$ cat src/rtl/srd_pkg.sv
package srd_pkg;

  typedef enum logic [1:0] {
    ST_RUN,
    ST_RETRY,
    ST_CONFIRM,
    ST_DIAG
  } chState_t;

  typedef struct packed {
    logic gndSrc;
    logic gndSnk;
    logic supply;
    logic load;
    logic open;
  } faultSet_t;

  typedef struct packed {
    logic valid;
    logic perm;
    logic gnd;
    logic supply;
    logic load;
    logic open;
  } diagRes_t;

  typedef struct packed {
    logic load;
    logic accum;
    logic store;
  } dpStrobe_t;

  // fixed double-fault priority
  function automatic diagRes_t resolveFaults(faultSet_t f, logic perm);
    diagRes_t r;
    logic olSeen;
    olSeen   = f.open & ~perm;
    r.valid  = 1'b1;
    r.perm   = perm;
    r.supply = f.supply;
    r.gnd    = f.gndSrc | (f.gndSnk & ~f.supply & ~olSeen);
    r.load   = f.load & ~f.supply & ~f.gndSrc & ~f.gndSnk;
    r.open   = olSeen & ~f.supply & ~f.gndSrc & ~f.load;
    return r;
  endfunction

endpackage

$ cat src/rtl/srd_ctrl.sv
module srd_ctrl
  import srd_pkg::*;
#(
  parameter int CYCLE_TICKS = 100
) (
  input  logic      clk,
  input  logic      rstN,
  input  logic      msTick,
  input  logic      diagEn,
  input  logic      statusRead,
  input  logic      trip,
  output logic      chanOn,
  output dpStrobe_t strobe
);

  localparam int CNT_W = (CYCLE_TICKS > 1) ? $clog2(CYCLE_TICKS) : 1;
  localparam logic [CNT_W-1:0] LAST_CNT = CNT_W'(CYCLE_TICKS - 1);

  chState_t state, stateNext;
  logic [CNT_W-1:0] tickCnt;
  logic armed;

  always_comb begin
    stateNext = state;
    strobe    = '0;
    unique case (state)
      ST_RUN: begin
        if (trip) stateNext = (diagEn && armed) ? ST_CONFIRM : ST_RETRY;
      end
      ST_RETRY: begin
        if (msTick && !trip) stateNext = ST_RUN;
      end
      ST_CONFIRM: begin
        if (!diagEn) stateNext = ST_RETRY;
        else if (msTick) begin
          if (!trip) stateNext = ST_RUN;
          else begin
            stateNext   = ST_DIAG;
            strobe.load = 1'b1;
          end
        end
      end
      ST_DIAG: begin
        if (!diagEn) stateNext = ST_RETRY;
        else if (msTick) begin
          if (tickCnt == LAST_CNT) begin
            strobe.store = 1'b1;
            stateNext    = ST_RETRY;
          end else begin
            strobe.accum = 1'b1;
          end
        end
      end
      default: stateNext = ST_RUN;
    endcase
  end

  always_ff @(posedge clk) begin
    if (!rstN) begin
      state   <= ST_RUN;
      tickCnt <= '0;
      armed   <= 1'b1;
    end else begin
      state <= stateNext;
      if (strobe.load) tickCnt <= '0;
      else if (strobe.accum) tickCnt <= tickCnt + 1'b1;
      if (strobe.store) armed <= 1'b0;
      else if (statusRead) armed <= 1'b1;
    end
  end

  assign chanOn = (state == ST_RUN);

  // a channel only comes back on a tick edge
  assert_restart_on_tick_R2: assert property (@(posedge clk) disable iff (!rstN)
    $rose(chanOn) |-> $past(msTick));

  // a cleared overload at the confirming tick resumes the channel
  assert_confirm_clear_R4: assert property (@(posedge clk) disable iff (!rstN)
    (state == ST_CONFIRM && diagEn && msTick && !trip) |=> chanOn);

  // a result is only stored while armed
  assert_store_armed_R6: assert property (@(posedge clk) disable iff (!rstN)
    strobe.store |-> armed);

  // dropping diagnostics aborts to restart
  assert_abort_R10: assert property (@(posedge clk) disable iff (!rstN)
    (state == ST_DIAG && !diagEn) |=> (state == ST_RETRY && !chanOn));

endmodule

$ cat src/rtl/srd_data.sv
module srd_data
  import srd_pkg::*;
(
  input  logic      clk,
  input  logic      rstN,
  input  faultSet_t faults,
  input  logic      perm,
  input  dpStrobe_t strobe,
  output diagRes_t  result
);

  faultSet_t acc;

  always_ff @(posedge clk) begin
    if (!rstN) begin
      acc    <= '0;
      result <= '0;
    end else begin
      if (strobe.load) acc <= faults;
      else if (strobe.accum) acc <= faultSet_t'(acc & faults);
      if (strobe.store) result <= resolveFaults(faultSet_t'(acc & faults), perm);
    end
  end

  // result holds between stores
  assert_hold_result_R6: assert property (@(posedge clk) disable iff (!rstN)
    !strobe.store |=> $stable(result));

  // a shorted load never coexists with a supply or ground short
  assert_priority_R8: assert property (@(posedge clk) disable iff (!rstN)
    result.valid |-> !(result.load && (result.supply || result.gnd)));

  // permanent results never flag open load
  assert_open_perm_R9: assert property (@(posedge clk) disable iff (!rstN)
    (result.valid && result.perm) |-> !result.open);

endmodule

$ cat src/rtl/short_restart_diag.sv
module short_restart_diag
  import srd_pkg::*;
#(
  parameter int NUM_CH      = 4,
  parameter int CYCLE_TICKS = 100
) (
  input  logic              clk,
  input  logic              rstN,
  input  logic              msTick,
  input  logic              diagEn,
  input  logic              turnOnTest,
  input  logic              statusRead,
  input  logic [NUM_CH-1:0] trip,
  input  logic [NUM_CH-1:0] fltGndSrc,
  input  logic [NUM_CH-1:0] fltGndSnk,
  input  logic [NUM_CH-1:0] fltSupply,
  input  logic [NUM_CH-1:0] fltLoad,
  input  logic [NUM_CH-1:0] fltOpen,
  output logic [NUM_CH-1:0] chanOn,
  output logic [NUM_CH-1:0] resValid,
  output logic [NUM_CH-1:0] resPerm,
  output logic [NUM_CH-1:0] resGnd,
  output logic [NUM_CH-1:0] resSupply,
  output logic [NUM_CH-1:0] resLoad,
  output logic [NUM_CH-1:0] resOpen
);

  for (genvar g = 0; g < NUM_CH; g++) begin : gChan
    dpStrobe_t strobe;
    faultSet_t faults;
    diagRes_t  result;

    assign faults = '{gndSrc: fltGndSrc[g], gndSnk: fltGndSnk[g],
                      supply: fltSupply[g], load: fltLoad[g], open: fltOpen[g]};

    srd_ctrl #(.CYCLE_TICKS(CYCLE_TICKS)) i_ctrl (
      .clk        (clk),
      .rstN       (rstN),
      .msTick     (msTick),
      .diagEn     (diagEn),
      .statusRead (statusRead),
      .trip       (trip[g]),
      .chanOn     (chanOn[g]),
      .strobe     (strobe)
    );

    srd_data i_data (
      .clk    (clk),
      .rstN   (rstN),
      .faults (faults),
      .perm   (!turnOnTest),
      .strobe (strobe),
      .result (result)
    );

    assign resValid[g]  = result.valid;
    assign resPerm[g]   = result.perm;
    assign resGnd[g]    = result.gnd;
    assign resSupply[g] = result.supply;
    assign resLoad[g]   = result.load;
    assign resOpen[g]   = result.open;
  end

endmodule

$ cat config.mk
export PLATFORM = sky130hd
export DESIGN_NAME = short_restart_diag
export DESIGN_NICKNAME = d
export VERILOG_FILES = /design/src/rtl/srd_pkg.sv /design/src/rtl/srd_ctrl.sv /design/src/rtl/srd_data.sv /design/src/rtl/short_restart_diag.sv
export SDC_FILE = /design/constraint.sdc
export NUM_CORES = 1
export LEC_CHECK = 0
export ABC_AREA = 1
export BUFFER_PORTS_ARGS = -buffer_cell sky130_fd_sc_hd__buf_2
export CAP_MARGIN = 10
export CORE_MARGIN = 4
export CORE_UTILIZATION = 47
export DETAILED_ROUTE_END_ITERATION = 10
export PLACE_DENSITY = 0.67
export SLEW_MARGIN = 30
export SYNTH_ARGS = -nofsm -noshare
export SYNTH_HDL_FRONTEND = slang
export SYNTH_SLANG_ARGS = --single-unit
$ cat constraint.sdc
create_clock -name clk -period 4.4 [get_ports clk]
set_clock_uncertainty 0.2 [all_clocks]
set_input_delay 0 -clock clk [delete_from_list [all_inputs] [get_ports clk]]
set_output_delay 0 -clock clk [all_outputs]
set_load 0.03 [all_outputs]
# ---- Word level (Yosys, flattened, before mapping)
# Index checks and enable logic that the tools add are counted.
dict set report totals {
  wordCells 283
  ff_bits 84
}
dict set report op_classes {
  reduce_logical 33
  n_bitwise 65
  eq_ne 36
  addsub 4
  n_mux 89
}
# op n
set ops {}
lappend ops {{2-bit two-way mux} 48}
lappend ops {{5-bit two-way mux} 8}
lappend ops {{1-bit AND} 36}
lappend ops {{2-bit one-hot mux with 4 select lines} 4}
lappend ops {{1-bit two-way mux} 29}
lappend ops {{7-bit by 1-bit adder with 7-bit output, second input constant} 4}
lappend ops {{7-bit equality test, second input constant} 4}
lappend ops {{3-bit != test, second input constant} 8}
lappend ops {{1-bit NOT} 21}
lappend ops {{5-bit AND} 4}
lappend ops {{5-bit AND reduction} 4}
lappend ops {{2-bit equality test, second input constant} 8}
lappend ops {{2-bit nonzero test} 8}
lappend ops {{3-bit by 2-bit != test with 1-bit output, second input constant} 4}
lappend ops {{2-bit by 1-bit equality test with 1-bit output, second input constant} 4}
lappend ops {{1-bit logical AND} 8}
lappend ops {{2-bit logical NOT} 4}
lappend ops {{2-bit by 1-bit != test with 1-bit output, second input constant} 4}
lappend ops {{2-bit != test, second input constant} 4}
lappend ops {{2-bit OR reduction} 4}
lappend ops {{1-bit logical NOT} 5}
lappend ops {{1-bit OR} 4}

# ---- Depth between registers and ports, before layout
# Gate-level depths: netlist (run 1).
dict set report logic_depth {
  ltp_word 7
  depth_mapped 9
}

# ---- Hierarchy
# From an unflattened synthesis (run 1), not the netlist that was laid out.
dict set report unflattened {
  hier_cells 609
  area_unflattened_um2 4152.7
}
# mod cells_per_inst seq_area_each_um2 area_per_inst_um2 n_inst
set modules_own_cells {}
lappend modules_own_cells {srd_ctrl 94 200.2 596.8 4}
lappend modules_own_cells {srd_data 58 220.2 440.4 4}
lappend modules_own_cells {short_restart_diag 1 0.0 3.8 1}

# ---- Worst setup path before layout (run 1)
# Ideal clock, no wire load.
dict set report synth_path {
  kind {register to register}
  from {register gChan[3].i_ctrl.tickCnt[0]}
  to {register gChan[3].i_ctrl.tickCnt[0]}
  arrival_ns 1.225
  setup_ns 0.116
  n_path_buf 0
  period_less_slack_ns 1.541
  stages_incl_launch_ff 7
  setup_slack_ns 2.859
  cell_sequence {dfxtp_1 -> ha_1 -> nand2_1 -> nand3b_2 -> nand2_4 -> xor2_1 -> nor2_1}
}
dict set report synth_via {
  elab_chain_len 5
}
# item line
set synth_rtl {}
lappend synth_rtl {{start: declaration} srd_ctrl.sv:20} ;# logic [CNT_W-1:0] tickCnt;
lappend synth_rtl {{start signal: assignment} srd_ctrl.sv:66} ;# else if (strobe.accum) tickCnt <= tickCnt + 1'b1;
lappend synth_rtl {{7-bit equality test} srd_ctrl.sv:46} ;# if (tickCnt == LAST_CNT) begin
lappend synth_rtl {{1-bit two-way mux} srd_ctrl.sv:46}
lappend synth_rtl {{2-bit two-way mux} srd_ctrl.sv:45} ;# else if (msTick) begin
lappend synth_rtl {{2-bit two-way mux} srd_ctrl.sv:44} ;# if (!diagEn) stateNext = ST_RETRY;
lappend synth_rtl {{2-bit two-way mux} srd_ctrl.sv:26} ;# unique case (state)
# Parallel ways exist; a longest one is shown, timed or not.
# A chain may end at the register's enable or synchronous reset.

# ---- Worst setup path in the final report (run 1)
dict set report layout_path {
  from {register gChan[2].i_ctrl.tickCnt[0]}
  to {register gChan[2].i_data.acc[1] (netlist name)}
}
dict set report layout_via {
  elab_chain_len 6
}
# item line
set layout_rtl {}
lappend layout_rtl {{start: declaration} srd_ctrl.sv:20}
lappend layout_rtl {{start signal: assignment} srd_ctrl.sv:66}
lappend layout_rtl {{7-bit equality test} srd_ctrl.sv:46}
lappend layout_rtl {{1-bit two-way mux} srd_ctrl.sv:46}
lappend layout_rtl {{2-bit two-way mux} srd_ctrl.sv:45}
lappend layout_rtl {{2-bit two-way mux} srd_ctrl.sv:44}
lappend layout_rtl {{2-bit two-way mux} srd_ctrl.sv:26}
lappend layout_rtl {{2-bit nonzero test (no line)} n/a}
lappend layout_rtl {{end signal: assignment} srd_data.sv:19} ;# if (strobe.load) acc <= faults;
lappend layout_rtl {{end signal: assignment} srd_data.sv:20} ;# else if (strobe.accum) acc <= faultSet_t'(acc & faults);
lappend layout_rtl {{end: declaration} srd_data.sv:12} ;# faultSet_t acc;
# Every way passes these cells.

==> out/metrics.csv, run 1 <==
stage;metric;value;unit
floorplanning;die height;104.8;um
layout;ratio of cells with drive above 1 in the final layout;0.1425;
floorplanning;Initial Util;0.4785;
clock_tree;CTS sink count;84;
logic_synthesis;Avg Synthesized Cell Area;6.607;um2
logic_synthesis;Yosys Warn Count;0;
critical_path;crit-path max cell delay;0.58;ns
clock_tree;cts repair resizes;0;
critical_path;worst path cell trace;ha_1, nand2_1, nand3b_4, nand2_4, o21ai_2, a21oi_1, dlygate4sd3_1;
critical_path;Crit. Startpoint;gChan[2].i_ctrl.tickCnt[0];
drt;Routed Antenna Nets;0;
logic_synthesis;syn_nets;700;
timing;TNS Setup;0;ns
layout;Area growth, synth to finish;20.98;%
clock_tree;clock slew at reported path FFs;0.10;ns
floorplanning;I/O pin total;58;
placement;port bufs;57;
timing;Fmax;449.7;MHz
drt;DR WL/cell;11.51;um
global_route;All-Layer GR Usage;0.1910;
timing;Tcrit/Tclk final;0.5054;
timing;fin crit period;2.224;ns
timing;Slew Limit Fails;0;
logic_synthesis;Cell variety after synth;37;
power;Max IR drop VDD;0.0002061;V
critical_path;worst-path maximum fanout;9;
global_route;vias in the first global route;4061;
critical_path;R2R Path Start;gChan[2].i_ctrl.tickCnt[0];
critical_path;CP Capture Type;flop;
placement;HPWL Detailed;7220;um
global_route;grt ovf;0;
floorplanning;Die Area;10970;um2
clock_tree;# Post-CTS Setup Buffers;0;
clock_tree;CTS Root Cell;clkbuf_8;
logic_synthesis;cells after synthesis;666;
drt;routed vias;4317;
timing;Finish-stage setup viols;0;
job;Max Cap Viol;0;
clock_tree;worst skew pair latency;0.36;ns
drt;drt initial violations;192;
timing;Worst-Margin Slew;0.4831;ns
drt;DR vias/cell;4.928;
placement;dpl cell area;4733;um2
critical_path;worst setup path category;flop to flop;
drt;WL final;10090;um
logic_synthesis;Synth area leaders;dfxtp_1 38%, nand2_1 15%, nor2_1 9.5%;
hold_path;Hold WC Path Type;primary input to flop;
power;leakage;2.578;nW
timing;WHS;0.06466;ns
layout;diode count;0;
logic_synthesis;sequential area share after synthesis;0.3821;
floorplanning;Die Width;104.8;um
critical_path;WP data required;4.49;ns
critical_path;Arrival @ worst endpoint;2.32;ns
drt;# DRC;0;
clock_tree;CTS tree;built;
floorplanning;core area;9196;um2
timing;slew margin rel.;0.6776;
clock_tree;CTS Buffer Depth;2;
clock_tree;H-tree levels;3;
power;P per Cell Area;319.0;nW/um2
clock_tree;Num CTS Buffers;9;
hold_path;Hold Startpoint;diagEn;
placement;Final Wtd Congestion;0.9118;
layout;# nets final;794;
timing;final hold viol count;0;
global_route;largest net degree at the start of global routing;49;
logic_synthesis;cell taking the most area after synthesis;dfxtp_1;
drt;Pre-antenna DRT Iters;4;
run_status;outcome;finished clean;
global_route;initial antenna violation count;0;
logic_synthesis;#FFs+latches synth;84;
logic_synthesis;mapped cell area;4400;um2
power;Final Power;1.698;mW
critical_path;critical path's slowest cell;dlygate4sd3_1;
floorplanning;num rows;35;
timing;RSZ-0062 raised after global routing;false;
layout;post-route cell area;5324;um2
critical_path;Startpoint Class;flop;
logic_synthesis;Synth top area share;0.3821;
global_route;first-pass GRT wire length;17700;um
-- where the power goes --
part	total (mW)	switching [mW]	internal, mW
combinational	0.347	0.225	0.122
sequential	0.822	0.0303	0.792
clock	0.529	0.298	0.231
total	1.70	0.554	1.14
-- stage by stage --
step	cells	util	setup slack, ns
after detailed placement	820	0.5147	2.610
after floorplan	666	-	2.859
after CTS	876	0.5789	2.153
after global routing	876	0.5789	2.024
final	876	0.5789	2.176
after global placement	820	0.5147	2.699
-- layout make-up --
type / instances / area [um2]
Fill cell: 874 / 3872
Multi-Input combinational cell: 479 / 2281
Sequential cell: 84 / 1682
Timing Repair Buffer: 98 / 693.2
Inverter: 88 / 339.1
Tap cell: 111 / 138.9
Clock buffer: 10 / 137.6
Clock inverter: 6 / 52.55
-- critical path: cells and delay by family (launching register included) --
| family | cells | cell delay [ns] |
|---|---|---|
| buffers and inverters | 1 | 0.58 |
| DFF | 1 | 0.43 |
| and+or+nand+nor | 3 | 0.42 |
| adders and majority gates | 1 | 0.28 |
| AOI/OAI and AO/OA | 2 | 0.23 |
-- sequential cells by signal (all words and copies together) (netlist names) --
| register | flops |
|---|---|
| gChan.i_data.result | 24 |
| gChan.i_ctrl.tickCnt | 28 |
| gChan.i_ctrl.armed | 4 |
| gChan.i_ctrl.state | 8 |
| gChan.i_data.acc | 20 |
-- final timing paths --
kind,end,slack (ns),cells past startpoint
max,gChan[2].i_data.acc[1],2.18,7
min,gChan[1].i_ctrl.state[1],0.06,5
max reg2reg,gChan[2].i_data.acc[1],2.18,7
min reg2reg,gChan[3].i_data.result[0],0.27,2
-- timing repair --
item,in CTS,in global routing
setup endpoints to repair,0,0
hold endpoints to repair,58,0
hold buffers,40,0
-- placed cells by master (no fill, tap or decap), drive strengths merged --
master and instances:
ha 4, dlygate4sd3 40, o31ai 2, nand3 33, xor2 11, o211ai 1, a21oi 54, nor3b 2
clkbuf 10, dfxtp 84, nor3 5, clkinv 3, a31oi 2, xnor2 2, nand4 11, nor2 120
buf 58, inv 91, nand3b 3, o21ai 48, nand2 181
-- metal layers --
layer | vias up | track usage | share of wire
met1 | 1924 | 0.2416 | 0.47
met5 | - | 0 | 0
met2 | 90 | 0.3167 | 0.47
met4 | 0 | 0.07310 | 0.016
li1 | 2287 | - | -
met3 | 16 | 0.04262 | 0.043
-- cell families after synthesis --
kind of cell / share of synthesized area
simple gates: 0.3537
compound gates: 0.1274
buf+inv: 0.09952
flops: 0.3821
xor+xnor: 0.02587
fa+ha+maj: 0.01137
-- synthesized netlist by cell type, drive strengths merged --
| cell type | number |
|---|---|
| clkbuf | 6 |
| nand3b | 3 |
| nand2 | 181 |
| ha | 4 |
| nor3 | 5 |
| nand4 | 11 |
| xnor2 | 2 |
| clkinv | 1 |
| xor2 | 11 |
| o211ai | 1 |
| dfxtp | 84 |
| inv | 87 |
| a31oi | 2 |
| o31ai | 2 |
| nor3b | 2 |
| a21oi | 54 |
| nor2 | 120 |
| o21ai | 48 |
| buf | 9 |
| nand3 | 33 |
(Power assumes the default switching activity.)
==> run 2, diff against run 1 <==
clock period = 2.1 ns   (was 4.4 ns; I/O delays follow)
==> out/metrics.csv, run 2 (synthesized netlist as in run 1, its figures left out) <==
stage;metric;value;unit
critical_path;Arrival @ worst endpoint;1.84;ns
clock_tree;CTS Buffer Depth;2;
critical_path;register-to-register setup slack;0.32;ns
layout;diode count;0;
global_route;first-pass GRT wire length;17860;um
clock_tree;CTS tree;built;
power;P per Cell Area;676.7;nW/um2
critical_path;CP Capture Type;flop;
timing;Worst-Margin Slew;0.4710;ns
hold_path;hold path depth;5;
drt;# DRC;0;
floorplanning;Initial Util;0.4785;
layout;# nets final;783;
critical_path;worst setup path category;flop to flop;
drt;routed vias;4322;
critical_path;RR Endpoint;gChan[0].i_data.result[0];
timing;slew margin rel.;0.6857;
floorplanning;die height;104.8;um
drt;drt initial violations;168;
clock_tree;cts repair resizes;0;
clock_tree;worst skew pair latency;0.36;ns
timing;Tcrit/Tclk final;0.8484;
drt;Pre-antenna DRT Iters;4;
placement;dpl cell area;4741;um2
layout;Area growth, synth to finish;18.25;%
drt;met2 wire length;4931;um
timing;RSZ-0062 raised after global routing;false;
drt;DR vias/cell;4.997;
clock_tree;CTS sink count;84;
drt;wl on met1;4717;um
drt;DR WL met3;402;um
clock_tree;Num CTS Buffers;9;
global_route;initial antenna violation count;0;
hold_path;Hold WC Path Type;primary input to flop;
drt;DR WL/cell;11.87;um
hold_path;Hold Startpoint;diagEn;
run_status;outcome;finished clean;
drt;DR top layer;met4;
global_route;vias in the first global route;4093;
power;leakage;2.500;nW
placement;Final Wtd Congestion;0.8560;
timing;fin crit period;1.782;ns
global_route;grt ovf;0;
global_route;All-Layer GR Usage;0.1922;
critical_path;r2r worst-path depth;8;
timing;Finish-stage setup viols;0;
timing;final hold viol count;0;
floorplanning;core area;9196;um2
floorplanning;I/O pin total;58;
layout;post-route cell area;5204;um2
layout;ratio of cells with drive above 1 in the final layout;0.1459;
placement;port bufs;57;
critical_path;Crit. Startpoint;gChan[0].i_ctrl.tickCnt[0];
clock_tree;CTS Root Cell;clkbuf_8;
critical_path;worst-path maximum fanout;11;
power;Max IR drop VDD;0.0003691;V
floorplanning;num rows;35;
layout;Post-Layout Cell Count;865;
layout;commonest non-fill, non-tap cells in the layout;173 x nand2_1, 111 x nor2_1, 84 x dfxtp_1;
timing;Fmax;561.3;MHz
hold_path;Worst Hold Path EP;gChan[1].i_ctrl.state[1];
drt;Routed Antenna Nets;0;
critical_path;WP data required;2.16;ns
placement;DP Cell Count;821;
placement;HPWL Detailed;7497;um
drt;WL final;10270;um
job;Max Cap Viol;0;
critical_path;Startpoint Class;flop;
layout;top flop regs;gChan.i_ctrl.tickCnt: 28 flops, gChan.i_data.result: 24 flops, gChan.i_data.acc: 20 flops;
global_route;largest net degree at the start of global routing;48;
layout;most common cell after layout, fill and taps aside;nand2_1;
layout;Reg with most FFs;gChan.i_ctrl.tickCnt;
timing;Slew Limit Fails;0;
timing;TNS Setup;0;ns
floorplanning;Die Width;104.8;um
critical_path;R2R Path Start;gChan[0].i_ctrl.tickCnt[0];
clock_tree;clock slew at reported path FFs;0.09;ns
clock_tree;H-tree levels;3;
floorplanning;Die Area;10970;um2
layout;Largest register FFs;28;
==> run 2: area by class of cell <==
class | count | area (um2)
multi-input cells | 479 | 2281
flip-flops and latches | 84 | 1682
clock buffers | 9 | 123.9
well taps | 111 | 138.9
clock inverters | 7 | 58.81
inverters | 88 | 339.1
fillers | 887 | 3993
repair buffers | 87 | 580.6
==> run 2: through the flow <==
stage / utilization / total power [mW] / setup slack (ns) / hold slack, ns
after CTS: 0.5659 / 3.553 / 0.3163 / 0.02996
after floorplan: - / 2.303 / 0.5594 / -0.1205
after detailed placement: 0.5155 / 2.430 / 0.3313 / 0.03923
after global placement: 0.5155 / 2.414 / 0.3893 / 0.02891
after global routing: 0.5659 / 3.747 / 0.1592 / 0.1153
final: 0.5659 / 3.521 / 0.3183 / 0.05106
==> run 2: critical path, cell delays in order, from the launching register on <==
cell,delay [ns]
dfxtp_1,0.43
ha_1,0.27
inv_2,0.06
nor2_2,0.10
nand3_2,0.12
nor2_4,0.26
inv_1,0.09
nor2_1,0.10
nor2_1,0.05
==> run 2: worst max path at each step <==
stage	to	slack, ns	cells after the start
after CTS	gChan[0].i_data.result[0]	0.32	8
after global routing	gChan[0].i_data.result[0]	0.16	8
after detailed placement	gChan[0].i_data.result[0]	0.33	8
after floorplan	gChan[3].i_ctrl.tickCnt[0]	0.56	6
after global placement	gChan[0].i_data.result[3]	0.39	8
final	gChan[0].i_data.result[0]	0.32	8
==> run 2: metal layers <==
layer,track usage,vias up
met5,0,-
met1,0.2437,1934
li1,-,2268
met4,0.07498,0
met3,0.03088,21
met2,0.3263,99
==> run 2: timing repair <==
item	4_1_cts	5_1_grt
endpoints found under the setup margin	0	0
hold endpoints to repair	61	0
hold buffers	28	0
setup buffers	0	0
==> run 2: power by group <==
group	switching [mW]	leakage, nW	total (mW)	internal, mW
combinational	0.468	1.73	0.714	0.246
sequential	0.0660	0.679	1.73	1.66
clock	0.634	0.0921	1.08	0.448
